--- config.mk ---
export PLATFORM = sky130hd
export DESIGN_NAME = prog_delay_line
export DESIGN_NICKNAME = d
export VERILOG_FILES = /design/src/rtl/pdl_pkg.sv /design/src/rtl/pdl_shift.sv /design/src/rtl/pdl_stage.sv /design/src/rtl/pdl_ctrl.sv /design/src/rtl/prog_delay_line.sv
export SDC_FILE = /design/constraint.sdc
export NUM_CORES = 1
export LEC_CHECK = 0
export BUFFER_PORTS_ARGS = -buffer_cell sky130_fd_sc_hd__buf_2
export CAP_MARGIN = 20
export CORE_MARGIN = 2
export CORE_UTILIZATION = 45
export DETAILED_ROUTE_END_ITERATION = 7
export MAX_ROUTING_LAYER = met4
export RECOVER_POWER = 25
export SLEW_MARGIN = 20
export SYNTH_ARGS = -nofsm -noshare
export SYNTH_HDL_FRONTEND = slang
export SYNTH_SLANG_ARGS = --single-unit
--- constraint.sdc ---
create_clock -name clk -period 5.3 [get_ports clk]
set_input_delay 0.53 -clock clk [delete_from_list [all_inputs] [get_ports clk]]
set_output_delay 0.53 -clock clk [all_outputs]
set_load 0.02 [all_outputs]
--- src/rtl/pdl_pkg.sv ---
// Shared types for the programmable delay line.
// Assumes nothing beyond a single clock domain.
package pdl_pkg;

    typedef enum logic [1:0] {
        PATH_CODE = 2'd0,
        PATH_MIN  = 2'd1,
        PATH_MAX  = 2'd2
    } path_mode_e;

    // Priority decode: the shortest path wins over the longest, both win over the code.
    function automatic path_mode_e pick_mode(input logic fmin, input logic fmax);
        if (fmin)      return PATH_MIN;
        else if (fmax) return PATH_MAX;
        else           return PATH_CODE;
    endfunction

endpackage

--- src/rtl/pdl_shift.sv ---
// Plain shift register of LEN flops delaying din by LEN cycles.
// Assumes LEN >= 1; synchronous active-low reset clears all flops.
module pdl_shift #(
    parameter int LEN = 1
) (
    input  logic clk,
    input  logic rst_n,
    input  logic din,
    output logic dout
);
    logic [LEN-1:0] sr;

    // Shift one position per clock, clear on reset.
    always_ff @(posedge clk) begin
        if (!rst_n) begin
            sr <= '0;
        end else begin
            sr[0] <= din;
            for (int i = 1; i < LEN; i++) sr[i] <= sr[i-1];
        end
    end

    assign dout = sr[LEN-1];
endmodule

--- src/rtl/pdl_stage.sv ---
// One weighted stage: a WEIGHT-cycle shift register plus a bypass mux.
// The register always shifts, so switching the mux needs no flush.
module pdl_stage #(
    parameter int WEIGHT = 1
) (
    input  logic clk,
    input  logic rst_n,
    input  logic din,
    input  logic insert,
    output logic dout
);
    logic delayed;

    pdl_shift #(.LEN(WEIGHT)) u_sr (
        .clk  (clk),
        .rst_n(rst_n),
        .din  (din),
        .dout (delayed)
    );

    // Choose between the delayed and the bypassed signal.
    always_comb dout = insert ? delayed : din;
endmodule

--- src/rtl/pdl_ctrl.sv ---
// Control latch and override decode.
// Holds {cas_sel, code} while hold is high; the value captured is the one
// sampled at the last rising edge with hold low. Overrides are not latched.
module pdl_ctrl
    import pdl_pkg::*;
#(
    parameter int NBITS = 10
) (
    input  logic             clk,
    input  logic             rst_n,
    input  logic [NBITS-1:0] code,
    input  logic             cas_sel,
    input  logic             hold,
    input  logic             force_min,
    input  logic             force_max,
    output logic [NBITS-1:0] ins,
    output logic             ins_tail,
    output logic             cas
);
    logic [NBITS:0] held;
    logic [NBITS:0] live;
    path_mode_e     mode;

    // Track the inputs while the latch is open; freeze them while it holds.
    always_ff @(posedge clk) begin
        if (!rst_n)     held <= '0;
        else if (!hold) held <= {cas_sel, code};
    end

    // Effective control word: live inputs when open, held copy when closed.
    always_comb live = hold ? held : {cas_sel, code};

    // Turn the mode and code into per-stage insert enables.
    always_comb begin
        mode = pick_mode(force_min, force_max);
        unique case (mode)
            PATH_MIN: begin
                ins      = '0;
                ins_tail = 1'b0;
            end
            PATH_MAX: begin
                ins      = '1;
                ins_tail = 1'b1;
            end
            default: begin
                ins      = live[NBITS-1:0];
                ins_tail = 1'b0;
            end
        endcase
    end

    // The cascade bit always follows the effective word, whatever override is active.
    always_comb cas = live[NBITS];
endmodule

--- src/rtl/prog_delay_line.sv ---
// Programmable delay line: fixed MIN_DLY-cycle section, binary-weighted
// stages from MSB to LSB, then one unit stage used only by the max override.
// Assumes sig_in is synchronous to clk; sig_out is gated low by out_dis.
module prog_delay_line #(
    parameter int NBITS   = 10,
    parameter int MIN_DLY = 2
) (
    input  logic             clk,
    input  logic             rst_n,
    input  logic             sig_in,
    input  logic [NBITS-1:0] code,
    input  logic             cas_sel,
    input  logic             hold,
    input  logic             force_min,
    input  logic             force_max,
    input  logic             out_dis,
    output logic             sig_out,
    output logic             cas_out,
    output logic             cas_out_n
);
    logic [NBITS-1:0] ins;
    logic             ins_tail;
    logic             cas;
    logic [NBITS:0]   node;
    logic             tail_out;

    pdl_ctrl #(.NBITS(NBITS)) u_ctrl (
        .clk      (clk),
        .rst_n    (rst_n),
        .code     (code),
        .cas_sel  (cas_sel),
        .hold     (hold),
        .force_min(force_min),
        .force_max(force_max),
        .ins      (ins),
        .ins_tail (ins_tail),
        .cas      (cas)
    );

    pdl_shift #(.LEN(MIN_DLY)) u_fixed (
        .clk  (clk),
        .rst_n(rst_n),
        .din  (sig_in),
        .dout (node[NBITS])
    );

    for (genvar k = NBITS - 1; k >= 0; k--) begin : g_stage
        pdl_stage #(.WEIGHT(1 << k)) u_stage (
            .clk   (clk),
            .rst_n (rst_n),
            .din   (node[k+1]),
            .insert(ins[k]),
            .dout  (node[k])
        );
    end

    pdl_stage #(.WEIGHT(1)) u_tail (
        .clk   (clk),
        .rst_n (rst_n),
        .din   (node[0]),
        .insert(ins_tail),
        .dout  (tail_out)
    );

    // Gate the delayed signal with the output disable.
    always_comb sig_out = out_dis ? 1'b0 : tail_out;

    // Drive the cascade pair from the effective cascade bit.
    always_comb begin
        cas_out   = cas;
        cas_out_n = ~cas;
    end
endmodule

After elaboration in Yosys (flattened, before gate mapping)
Index checks and enable logic that the tools add are counted.

Flip-flop bits (word level): 1037. Bits in latches: 0. RAM bits: 0. Memory bits (read-only): 0. Output and inout bits: 3. Memories: 0.

Add/sub/neg operators: 0. Multiply operators: 0. Div/mod/pow operators: 0. Order comparisons: 0. Eq/ne operators: 2. Shift operators: 0. Multiplexer cells: 17. Bitwise gates (word level): 1. Reduce and logical (&&, ||, !) cells: 0.

Operators by type and width (count): $pmux 10 s2 (1); $mux 1 (13); $mux 11 (1); $mux 2 (2); $eq 2x1->1 const B (1); $eq 2x2->1 const B (1); $not 1->1 (1).

Depth between registers and ports, before layout
Gate-level depths: netlist of run 1.

Depth after elaboration: 16. Depth in mapped cells: 8.

Modules after synthesis
Synthesis of run 1 repeated with hierarchy kept, for this count alone.

Cells, all modules: 2222. Area total of the unflattened synthesis: 28421.0 sq um.

Modules (own cells, without submodules): pdl_shift at g_stage[9].u_stage.u_sr (instances 1, cells an instance 1080, area each 13729.4 sq um); pdl_shift at g_stage[8].u_stage.u_sr (instances 1, cells an instance 540, area each 6870.3 sq um); pdl_shift at g_stage[7].u_stage.u_sr (instances 1, cells an instance 270, area each 3550.9 sq um); pdl_shift at g_stage[6].u_stage.u_sr (instances 1, cells an instance 134, area each 1791.7 sq um); pdl_shift at g_stage[5].u_stage.u_sr (instances 1, cells an instance 67, area each 895.9 sq um); pdl_ctrl (instances 1, cells an instance 49, area each 480.5 sq um); pdl_shift at g_stage[4].u_stage.u_sr (instances 1, cells an instance 33, area each 446.7 sq um); pdl_shift at g_stage[3].u_stage.u_sr (instances 1, cells an instance 16, area each 210.2 sq um); pdl_stage (instances 11, cells an instance 1, area each 15.0 sq um); pdl_shift at g_stage[1].u_stage.u_sr ... (instances 2, cells an instance 4, area each 52.6 sq um); pdl_shift at g_stage[2].u_stage.u_sr (instances 1, cells an instance 8, area each 105.1 sq um); pdl_shift at g_stage[0].u_stage.u_sr ... (instances 2, cells an instance 2, area each 26.3 sq um); prog_delay_line (instances 1, cells an instance 2, area each 17.5 sq um).

Worst setup path before layout of run 1
No wires, ideal clock.

Path kind: input-to-output. Start point: in hold. End point: out sig_out. Arrival: 2119 ps. Required time: 4770 ps. Setup slack: 2651 ps. Stages: 8. Buffers on the path: 2. Path through: buf_6 buf_8 mux2i_2 nand2_1 mux2i_2 o32ai_2 o31a_1 a211oi_2.

Cells in the longest elaborated chain, start to end: 14.

Ends and longest elaborated chain: start, declared (line prog_delay_line.sv:13) `input logic hold,`; $mux 11 * (line pdl_ctrl.sv:31) `always_comb live = hold ? held : {cas_sel, code};`; $pmux 10 s2 * (line pdl_ctrl.sv:36) `unique case (mode)`; $mux 1 (9 in series) (line pdl_stage.sv:22) `always_comb dout = insert ? delayed : din;`; $mux 1 * (2 in series) (line pdl_stage.sv:22); $mux 1 * (line prog_delay_line.sv:66) `always_comb sig_out = out_dis ? 1'b0 : tail_out;`; end, declared (line prog_delay_line.sv:17) `output logic sig_out,`.

Every way passes the cells marked *; elsewhere a longest branch is shown, timed or not.

Final worst setup path of run 1
Ends and elaborated chain as after synthesis.

==> impl_results.md, run 1 <==
* Outcome: finished with violations
* Failing checks: max-capacitance violations, max-slew violations
* Initial DRC count at 670
* Total Power at 14.82 mW
* Largest net degree at the start of global routing at 355
* Sequential share of power at between 50% and 60%
* Synth top area cells: dfxtp_1 (74%), and2_1 (23%), clkbuf_1 (1.5%)
* Post-route insts no fill at ~3200
* Period minus WS final at 3.485 ns
* Layout area overhead at 13.93%
* Maximum buffer depth of the clock tree at 3
* # setup viols final at 0
* Routed len/inst at 10.24 um
* CP Launch Type: primary input
* Hold WS at 0.1266 ns
* Worst r2r src: u_ctrl.held[9]$_SDFF_PN0_
* Synth unique cells at 34
* Net Sw Frac at 19.06%
* Power per cell area at 461.7 nW/um2
* Initial antenna violation count at 0
* First-pass GRT wire length at 58.57 mm
* I/O Buffers at 20
* N_diodes at 0
* Post-Syn Instances at about 2300
* Gp weighted congestion at 0.7327
* # placed instances at 3006
* Dpl ws at 2.234 ns
* EDFF count, synth at 0
* RSZ-0062 raised after global routing: false
* Average cell area after synthesis at 12.44 um2
* Design area at 32100 um2
* Register-to-register setup slack at between 3 and 4 ns
* Internal Pwr Total at 12.00 mW
* Mapped cell area at around 28000 um2
* Final WS setup at around 1.8 ns
* Hpwl dp at between 10 and 15 mm
* Core ar. at 61830 um2
* Most instantiated library cell after synthesis: dfxtp_1
* CTS sink cnt at between 1000 and 1500
* Clock skew at 0.01735 ns
* Post-CTS Setup Repair Bufs at 0
* Max-Cap Viols at 2
* Worst Max-Slew Pin Slew at 3.215 ns
* Commonest register cell after synthesis: dfxtp_1
* Sw power at between 2 and 3 mW
* CTS Hold Bufs at 0
* Cell taking the most area after synthesis: dfxtp_1
* Post-synth ARST share at 0%
* Final WL at approximately 32 mm
* Hold Path End: u_fixed.sr[0]$_SDFF_PN0_
* Insertion delay to the later sink of the worst-skew pair at 0.61 ns
* # rows at slightly above 90
* Placed Area at between 20000 and 30000 um2
* Die ar. at 64630 um2
* Drt via density at around 4.2
* Clock power frac at 46.3%
* Post-synth top cells: dfxtp_1 (1037), and2_1 (1020), clkbuf_1 (115)
* DR DRC count at 0
* CTS tree: done
* Num CTS Buffers at 97
* Critical path peak fanout at 17
* Max VDD drop at 224.1 uV
* Worst Reg-to-Reg Cells at 6
* Gate power share at 1.0%
* YS warnings at 0
* ANT nets after route at 0
* Share of layout cells above drive strength 1 at under 10%
* Overflow after GRT at 0
* CP Capture Type: primary output
* Slew Viols, Final at 472
* Hold_sp: sig_in
* Hold Crit Class: primary input to flop
* IO Count at 21
* Hold Path Depth at 2
* Final core utilization at 51.92%
* Sequential share of the synthesized area at 73.68%
* Horiz. Die Dim at 254.2 um
* Final Hold Vio Count at 0
* Drt pass-1 iters at 4
* Vias in the first global route at roughly 13000
* Root Buffer: clkbuf_16
* Nets@finish at between 2000 and 2500
* Initial Utilization at 45.57%
* Vias at about 13000
* Req. time, crit path at 4.77 ns
* Setup Crit Path Kind: primary input to primary output
* CP arrival at 2.96 ns
* Post-synth net total at approximately 2300
* Synth top area share at about three quarters
* Final Cycle Share at 65.76%
* H-tree Lvls at 3
* Achievable Freq at 286.9 MHz
* CTS clk-pin slew, worst paths at 0.06 ns
* Reg-to-reg critical path endpoint: u_tail.u_sr.dout$_SDFF_PN0_
* TNS Setup at 0 ns
* Die height at between 200 and 300 um
* Rel. slew slack at -114.3%
* Leak at 13.27 nW
* GRT Total Usage at a little over a tenth
* Synthesis-stage register bit count at 1037
* Post-cts sizing count at 0
## worst max-delay path by stage
stage	startpoint	to	slack [ns]	cells after the start
finish	hold	sig_out	1.81	8
global route	rst_n	g_stage[3].u_stage.u_sr.sr[0]$_SDFF_PN0_	1.04	4
CTS	hold	sig_out	2.22	8
detailed placement	hold	sig_out	2.23	8
global placement	hold	sig_out	2.27	8
floorplan	hold	sig_out	2.65	8
## layer usage
metal / vias up / GRT usage, % / routed length [um]
met4: 0 / 5.311 / 969
met1: 6110 / 14.13 / 17070
met2: 162 / 15.86 / 12950
li1: 6866 / - / -
met5: - / - / 0
met3: 83 / 2.725 / 1499
## worst max-delay path: stages
cell and delay [ns]:
clkbuf_1 0.71, mux2i_1 0.34, or3_1 0.39, a31o_2 0.25, a21oi_1 0.25, o31a_1 0.25
a211oi_2 0.08, buf_2 0.16
## power groups by stage
stage / registers, mW / clock network, mW / logic [mW]
3_3_place_gp: 7.99 / 0 / 0.149
2_1_floorplan: 7.98 / 0 / 0.127
6_report: 7.81 / 6.86 / 0.150
3_5_place_dp: 7.99 / 0 / 0.156
5_1_grt: 7.81 / 7.42 / 0.178
4_1_cts: 7.81 / 7.10 / 0.157
## registers in the layout, indices dropped and copies added, names as in the netlist
name and count:
u_ctrl.held 11, g_stage.u_stage.u_sr.sr 1022, u_tail.u_sr.dout 1, g_stage.u_stage.u_sr.dout 1, u_fixed.sr 2
## cells in the final DEF (no fill, tap or decap), drive strengths merged
| cell | netlist | routed |
|---|---|---|
| a211oi | 2 | 2 |
| a21o | 1 | 1 |
| a21oi | 12 | 12 |
| a31o | 1 | 1 |
| a31oi | 1 | 1 |
| and2 | 1020 | 1020 |
| buf | 4 | 20 |
| bufinv | 0 | 11 |
| clkbuf | 115 | 141 |
| clkinv | 1 | 16 |
| clkinvlp | 0 | 1 |
| dfxtp | 1037 | 1037 |
| inv | 2 | 4 |
| mux2 | 1 | 1 |
| mux2i | 13 | 13 |
| nand2 | 5 | 5 |
| nand2b | 2 | 2 |
| nor2 | 23 | 23 |
| nor3 | 5 | 5 |
| nor3b | 3 | 3 |
| nor4b | 1 | 1 |
| o21a | 5 | 5 |
| o21ai | 1 | 1 |
| o221ai | 1 | 1 |
| o22ai | 1 | 1 |
| o31a | 1 | 1 |
| o31ai | 1 | 1 |
| o32ai | 1 | 1 |
| or2 | 1 | 1 |
| or3 | 2 | 2 |
| or3b | 1 | 1 |
| or4 | 1 | 1 |
## area by class of cell
type	count	area (um2)
well taps	837	1047
inverters	3	11.26
fillers	5293	29730
clock buffers	138	2764
repair buffers	23	140.1
clock inverters	29	441.7
flip-flops and latches	1037	20760
multi-input cells	1106	6935
## kinds of logic (layout without fill, tap and decap cells)
| group | after synthesis | in the layout | share of synthesized area [%] |
|---|---|---|---|
| compound gates | 28 | 28 | 0.6840 |
| flops | 1037 | 1037 | 73.68 |
| mux | 14 | 14 | 0.5418 |
| buf+inv | 122 | 193 | 1.701 |
| simple gates | 1064 | 1064 | 23.39 |
No activity file was read; power rests on OpenSTA's default activity.
==> run 2, diff against run 1 <==
==> constraint.sdc (replaced) <==
create_clock -name clk -period 3.6 [get_ports clk]
set_input_delay 0.36 -clock clk [delete_from_list [all_inputs] [get_ports clk]]
set_output_delay 0.36 -clock clk [all_outputs]
set_load 0.02 [all_outputs]
==> run 2 against run 1 <==
The run still ends with max-capacitance violations, max-slew violations left; clock power grew 55%; count of clock-buffer cells in the layout shrank 3; setup slack lost 1.2 ns; non-clock buffer count grew 9; cell area grew 1.0%; critical path depth grew 1; sequential share of layout area shrank 0.67 points; register-to-register slack lost 1.8 ns; critical path type unchanged.
==> impl_results.md, run 2 (synthesis gave the netlist of run 1 again) <==
* Outcome: finished with violations
* Failing checks: max-capacitance violations, max-slew violations
* Final Hold Vio Count at 0 (unchanged)
* Layout area overhead at 15.13%
* Fillers at 5255 (-0.72%)
* # placed instances at 3009 (+0.10%)
* Drt pass-1 iters at 4 (unchanged)
* Rel. slew slack at -21.67% (+93 points)
* Vias at 13120 (-0.78%)
* IO Count at 21 (unchanged)
* Initial antenna violation count at 0 (unchanged)
* Leak at 13.42 nW (+1.1%)
* CP Launch Type: primary input
* Largest net degree at the start of global routing at 224 (-37%)
* Initial Utilization at 45.57% (unchanged)
* Most common cell after layout, fill and taps aside: dfxtp_1
* Initial DRC count at 608 (-9.3%)
* Achievable Freq at 339.5 MHz
* Maximum buffer depth of the clock tree at 3 (unchanged)
* CTS clk-pin slew, worst paths at 0.06 ns (about the same)
* N_diodes at 0 (unchanged)
* Root Buffer: clkbuf_16
* Num CTS Buffers at 98 (+1.0%)
* CP Capture Type: primary output
* Insertion delay to the later sink of the worst-skew pair at 0.61 ns (about the same)
* Max VDD drop at 311.7 uV (+39%)
* Largest regs: g_stage.u_stage.u_sr.sr: 1022 flops, u_ctrl.held: 11 flops, u_fixed.sr: 2 flops
* GRT Total Usage at 10.86% (-0.026 points)
* Setup crit start: code[6]
* Slew Viols, Final at 125 (-74%)
* # rows at 91 (unchanged)
* Total Power at 22.35 mW (+51%)
* Core ar. at 61830 um2 (unchanged)
* Overflow after GRT at 0 (unchanged)
* Req. time, crit path at 3.24 ns (-1.53 ns)
* RSZ-0062 raised after global routing: false
* CTS tree: done
* # setup viols final at 0 (unchanged)
* Hold Crit Class: primary input to flop
* Horiz. Die Dim at 254.2 um (unchanged)
* DR DRC count at 0 (unchanged)
* Nets@finish at 2296 (+0.44%)
* Share of layout cells above drive strength 1 at 8.323% (+1.0 points)
* Biggest register: g_stage.u_stage.u_sr.sr
* I/O Buffers at 20 (unchanged)
* Worst r2r src: u_ctrl.held[2]$_SDFF_PN0_
* Most frequent cells in the layout: dfxtp_1 (1037), and2_1 (934), clkbuf_16 (100), and2_0 (86), nor2_1 (23)
* Max FFs per register at 1022 (unchanged)
* Max-Cap Viols at 2 (unchanged)
* Critical path peak fanout at 3 (-14)
* Period minus WS final at 2.945 ns
* First-pass GRT wire length at 58.12 mm (-0.78%)
* Die ar. at 64630 um2 (unchanged)
* Clock skew at 0.007898 ns (-0.009453 ns)
* Hpwl dp at 15.01 mm (+1.6%)
* Worst Max-Slew Pin Slew at 1.825 ns (-1.390 ns)
* Hold_sp: code[3]
* Power per cell area at 689.0 nW/um2 (+49%)
* Drt via density at 4.110 (-1.4%)
* CP arrival at 2.59 ns (-0.37 ns)
* Setup Crit Path Kind: primary input to primary output
* Gp weighted congestion at 0.7543 (+2.9%)
* Routed len/inst at 10.17 um (-0.71%)
* Final WL at 32.45 mm (-0.12%)
* CTS sink cnt at 1037 (unchanged)
* Final Cycle Share at 81.81%
* Die height at 254.2 um (unchanged)
* TNS Setup at 0 ns (unchanged)
* H-tree Lvls at 3 (unchanged)
* Post-route insts no fill at 3192 (+0.60%)
* Vias in the first global route at 13060 (-0.34%)
* ANT nets after route at 0 (unchanged)
## run 2: routing by layer
layer  GRT usage [%]  up-vias  wire (um)
met2           15.82      136      13000
met3           2.735       70       1283
met1           14.01     6012      17270
li1                -     6900          -
met4           5.496        0        901
met5               -        -          0
## run 2: per-stage QoR
stage | utilization, % | instance area, um2 | hold WS (ns) | setup slack, ns
final | 52.46 | 32440 | 0.06404 | 0.6549
after global routing | 52.46 | 32440 | 0.03835 | 0.3083
after CTS | 52.53 | 32480 | 0.004017 | 0.6724
after detailed placement | 46.86 | 28970 | 0.4120 | 0.8948
after global placement | 46.86 | 28970 | 0.4126 | 0.9065
after floorplan | - | 28170 | 0.4057 | 1.291
## run 2: timing repair
action	in CTS	in global routing
endpoints found under the hold margin	6	0
buffers inserted	0	0
endpoints found under the setup margin	0	0
resized for setup	0	0
hold buffers	6	0
## run 2: final cells by class
cell class / count / area, um2 / share of cell area (%)
clock buffers: 135 / 2834 / 8.737
flip-flops and latches: 1037 / 20760 / 64.00
well taps: 837 / 1047 / 3.229
repair buffers: 32 / 237.7 / 0.7329
clock inverters: 42 / 610.6 / 1.882
multi-input cells: 1106 / 6935 / 21.38
inverters: 3 / 11.26 / 0.03472
## run 2: where the power goes
group          switching [mW]  internal [mW]  total (mW)
combinational           0.165         0.0648       0.230
sequential            0.00741           11.5        11.5
clock                    4.05           6.57        10.6
total                    4.22           18.1        22.3
## run 2: critical path, cell delays in order
cell           delay [ns]
dlygate4sd3_1        0.54
buf_2                0.13
mux2i_1              0.20
a21oi_1              0.11
o31ai_1              0.31
a21oi_1              0.17
o31a_1               0.36
a211oi_2             0.22
buf_2                0.19
## run 2: worst paths after layout
check / end / slack (ns) / cells after the start
worst max-delay path: sig_out / 0.65 / 9
worst min-delay path: u_ctrl.held[3]$_SDFF_PN0_ / 0.06 / 3
worst min register to register: g_stage[9].u_stage.u_sr.sr[300]$_SDFF_PN0_ / 0.43 / 1
worst max register to register: u_tail.u_sr.dout$_SDFF_PN0_ / 1.79 / 6
==> run 3, diff against run 2 <==
==> constraint.sdc (replaced) <==
create_clock -name clk -period 2.8 [get_ports clk]
set_input_delay 0.28 -clock clk [delete_from_list [all_inputs] [get_ports clk]]
set_output_delay 0.28 -clock clk [all_outputs]
set_load 0.02 [all_outputs]
==> run 3 against run 2 <==
The run still ends with max-capacitance violations, max-slew violations left; sequential power grew 29%; critical endpoint unchanged; first-iteration DRC count grew 9.2%; die area is the same.
==> impl_results.md, run 3 (synthesis gave the netlist of run 1 again) <==
* Outcome: finished with violations
* Failing checks: max-capacitance violations, max-slew violations
* N_diodes at 0 (unchanged)
* Req. time, crit path at 2.52 ns (-0.72 ns)
* Initial antenna violation count at 0 (unchanged)
* Final Cycle Share at 97.36%
* Gate power share at 1.1% (about the same)
* CP Launch Type: primary input
* Die ar. at 64630 um2 (unchanged)
* Period minus WS final at 2.726 ns
* Internal Pwr Total at 23.73 mW (+31%)
* Max VDD drop at 473.3 uV (+52%)
* Initial Utilization at 45.57% (unchanged)
* Critical path peak fanout at 3 (unchanged)
* RSZ-0062 raised after global routing: true
* Worst r2r src: u_ctrl.held[2]$_SDFF_PN0_
* Gp weighted congestion at 0.7413 (-1.7%)
* Hpwl dp at 15.07 mm (+0.40%)
* Vias in the first global route at 13270 (+1.6%)
* Horiz. Die Dim at 254.2 um (unchanged)
* ANT nets after route at 0 (unchanged)
* Hold_sp: code[9]
* DR DRC count at 0 (unchanged)
* Biggest register: g_stage.u_stage.u_sr.sr
* TNS Setup at 0 ns (unchanged)
* Hold Path End: u_ctrl.held[9]$_SDFF_PN0_
* Most common cell after layout, fill and taps aside: dfxtp_1
* Max FFs per register at 1022 (unchanged)
* Sw power at 5.615 mW (+33%)
* Largest regs: g_stage.u_stage.u_sr.sr: 1022 flops, u_ctrl.held: 11 flops, u_fixed.sr: 2 flops
* Final core utilization at 52.94% (+0.48 points)
* GRT Total Usage at 11.01% (+0.16 points)
* CTS sink cnt at 1037 (unchanged)
* Worst Reg-to-Reg Cells at 6 (unchanged)
* Max-Cap Viols at 2 (unchanged)
* Slew Viols, Final at 267 (+110%)
* First-pass GRT wire length at 59.17 mm (+1.8%)
* Register-to-register setup slack at 1.02 ns (-0.77 ns)
* Insertion delay to the later sink of the worst-skew pair at 0.63 ns (+0.02 ns)
* Hold Path Depth at 4 (+1)
* Net Sw Frac at 19.13% (+0.26 points)
* Worst Max-Slew Pin Slew at 1.725 ns (-0.09988 ns)
* Setup Crit Path Kind: primary input to primary output
* CP Capture Type: primary output
* Final WL at 33.06 mm (+1.9%)
* Die height at 254.2 um (unchanged)
* Most frequent cells in the layout: dfxtp_1 (1036), and2_1 (921), clkbuf_16 (103), and2_0 (98), nor2_1 (23)
* Maximum buffer depth of the clock tree at 3 (unchanged)
* Layout area overhead at 16.18%
* CTS tree: done
* Root Buffer: clkbuf_16
* I/O Buffers at 20 (unchanged)
* Clock power frac at 48.5% (+1.0 points)
* Share of layout cells above drive strength 1 at 9.056% (+0.73 points)
* Largest net degree at the start of global routing at 157 (-30%)
* Drt pass-1 iters at 4 (unchanged)
* IO Count at 21 (unchanged)
* Hold Crit Class: primary input to flop
* Final Hold Vio Count at 0 (unchanged)
* CTS clk-pin slew, worst paths at 0.06 ns (about the same)
* Overflow after GRT at 0 (unchanged)
* Core ar. at 61830 um2 (unchanged)
* Num CTS Buffers at 100 (+2.0%)
* # setup viols final at 0 (unchanged)
* Nets@finish at 2309 (+0.57%)
* Leak at 13.52 nW (+0.75%)
* Reg-to-reg critical path endpoint: g_stage[0].u_stage.u_sr.dout$_SDFF_PN0_
* Drt via density at 4.123 (+0.33%)
* Rel. slew slack at -15.01% (+6.7 points)
* Achievable Freq at approximately 370 MHz
* Initial DRC count at 664 (+9.2%)
* Clock skew at 0.02150 ns (+0.01360 ns)
* Routed len/inst at 10.30 um (+1.3%)
* CP arrival at 2.45 ns (-0.14 ns)
* Power per cell area at 896.5 nW/um2 (+30%)
* Vias at 13240 (+0.93%)
* Total Power at 29.35 mW (+31%)
* Sequential share of power at 50.4% (-1.1 points)
* # rows at 91 (unchanged)
* H-tree Lvls at 3 (unchanged)
-- run 3: cell count changes in the layout (fill, tap and decap cells not counted), moves of 3 or more --
cell	delta
and2_0	+12
clkbuf_16	+3
and2_1	-13
clkinv_2	-4
clkinvlp_4	+5
dlygate4sd3_1	+5
buf_4	+6
-- run 3: critical path, cell delays in order --
cell,delay (ns)
dlygate4sd3_1,0.54
buf_2,0.13
mux2_4,0.28
or4_1,0.47
o21a_1,0.16
o32ai_4,0.16
o31a_1,0.21
a211oi_2,0.08
buf_4,0.16
-- run 3: area by class of cell --
class	count	area [um2]
multi-input cells	1106	6960
inverters	3	11.26
clock buffers	137	2905
flip-flops and latches	1037	20760
well taps	837	1047
repair buffers	43	326.6
fillers	5219	29090
clock inverters	48	720.7
-- run 3: worst max path at each step --
stage	startpoint	to	slack [ns]	cells after the start
floorplan	hold	sig_out	0.65	8
global placement	hold	sig_out	0.24	8
detailed placement	hold	sig_out	0.25	8
CTS	u_ctrl.held[2]$_SDFF_PN0_	sig_out	0.006	7
global route	u_ctrl.held[2]$_SDFF_PN0_	sig_out	-0.04	7
finish	code[2]	sig_out	0.07	9
-- run 3: timing repair --
| item | CTS | global route |
|---|---|---|
| hold endpoints to repair | 11 | 0 |
| setup endpoints to repair | 1 | 1 |
| resized for setup | 1 | 6 |
| pin swaps | 0 | 1 |
| setup buffers | 0 | 2 |
| hold buffers | 11 | 0 |
-- run 3: power groups by stage --
stage,combinational [mW],clock [mW],sequential [mW]
2_1_floorplan,0.241,0,15.1
3_3_place_gp,0.298,0,15.1
3_5_place_dp,0.310,0,15.1
4_1_cts,0.326,14.7,14.8
5_1_grt,0.368,15.3,14.8
6_report,0.316,14.2,14.8
-- run 3: per-layer routing --
metal  part of all wire, %  global-route usage, %  up-vias
met4                   2.5                  5.311        0
met2                    40                  15.95      177
met1                    53                  14.30     6059
li1                      -                      -     6936
met5                     0                      -        -
met3                   4.4                  2.919       68
-- run 3: per-stage QoR --
step	cell area [um2]	cells	hold WS, ns	setup slack, ns
finish	32730	3211	0.09012	0.07385
global route	32730	3211	0.07418	-0.03838
floorplan	28170	2265	0.4057	0.6505
detailed placement	29000	3013	0.4169	0.2469
CTS	32740	3209	0.03761	0.005804
global placement	29000	3013	0.4133	0.2408
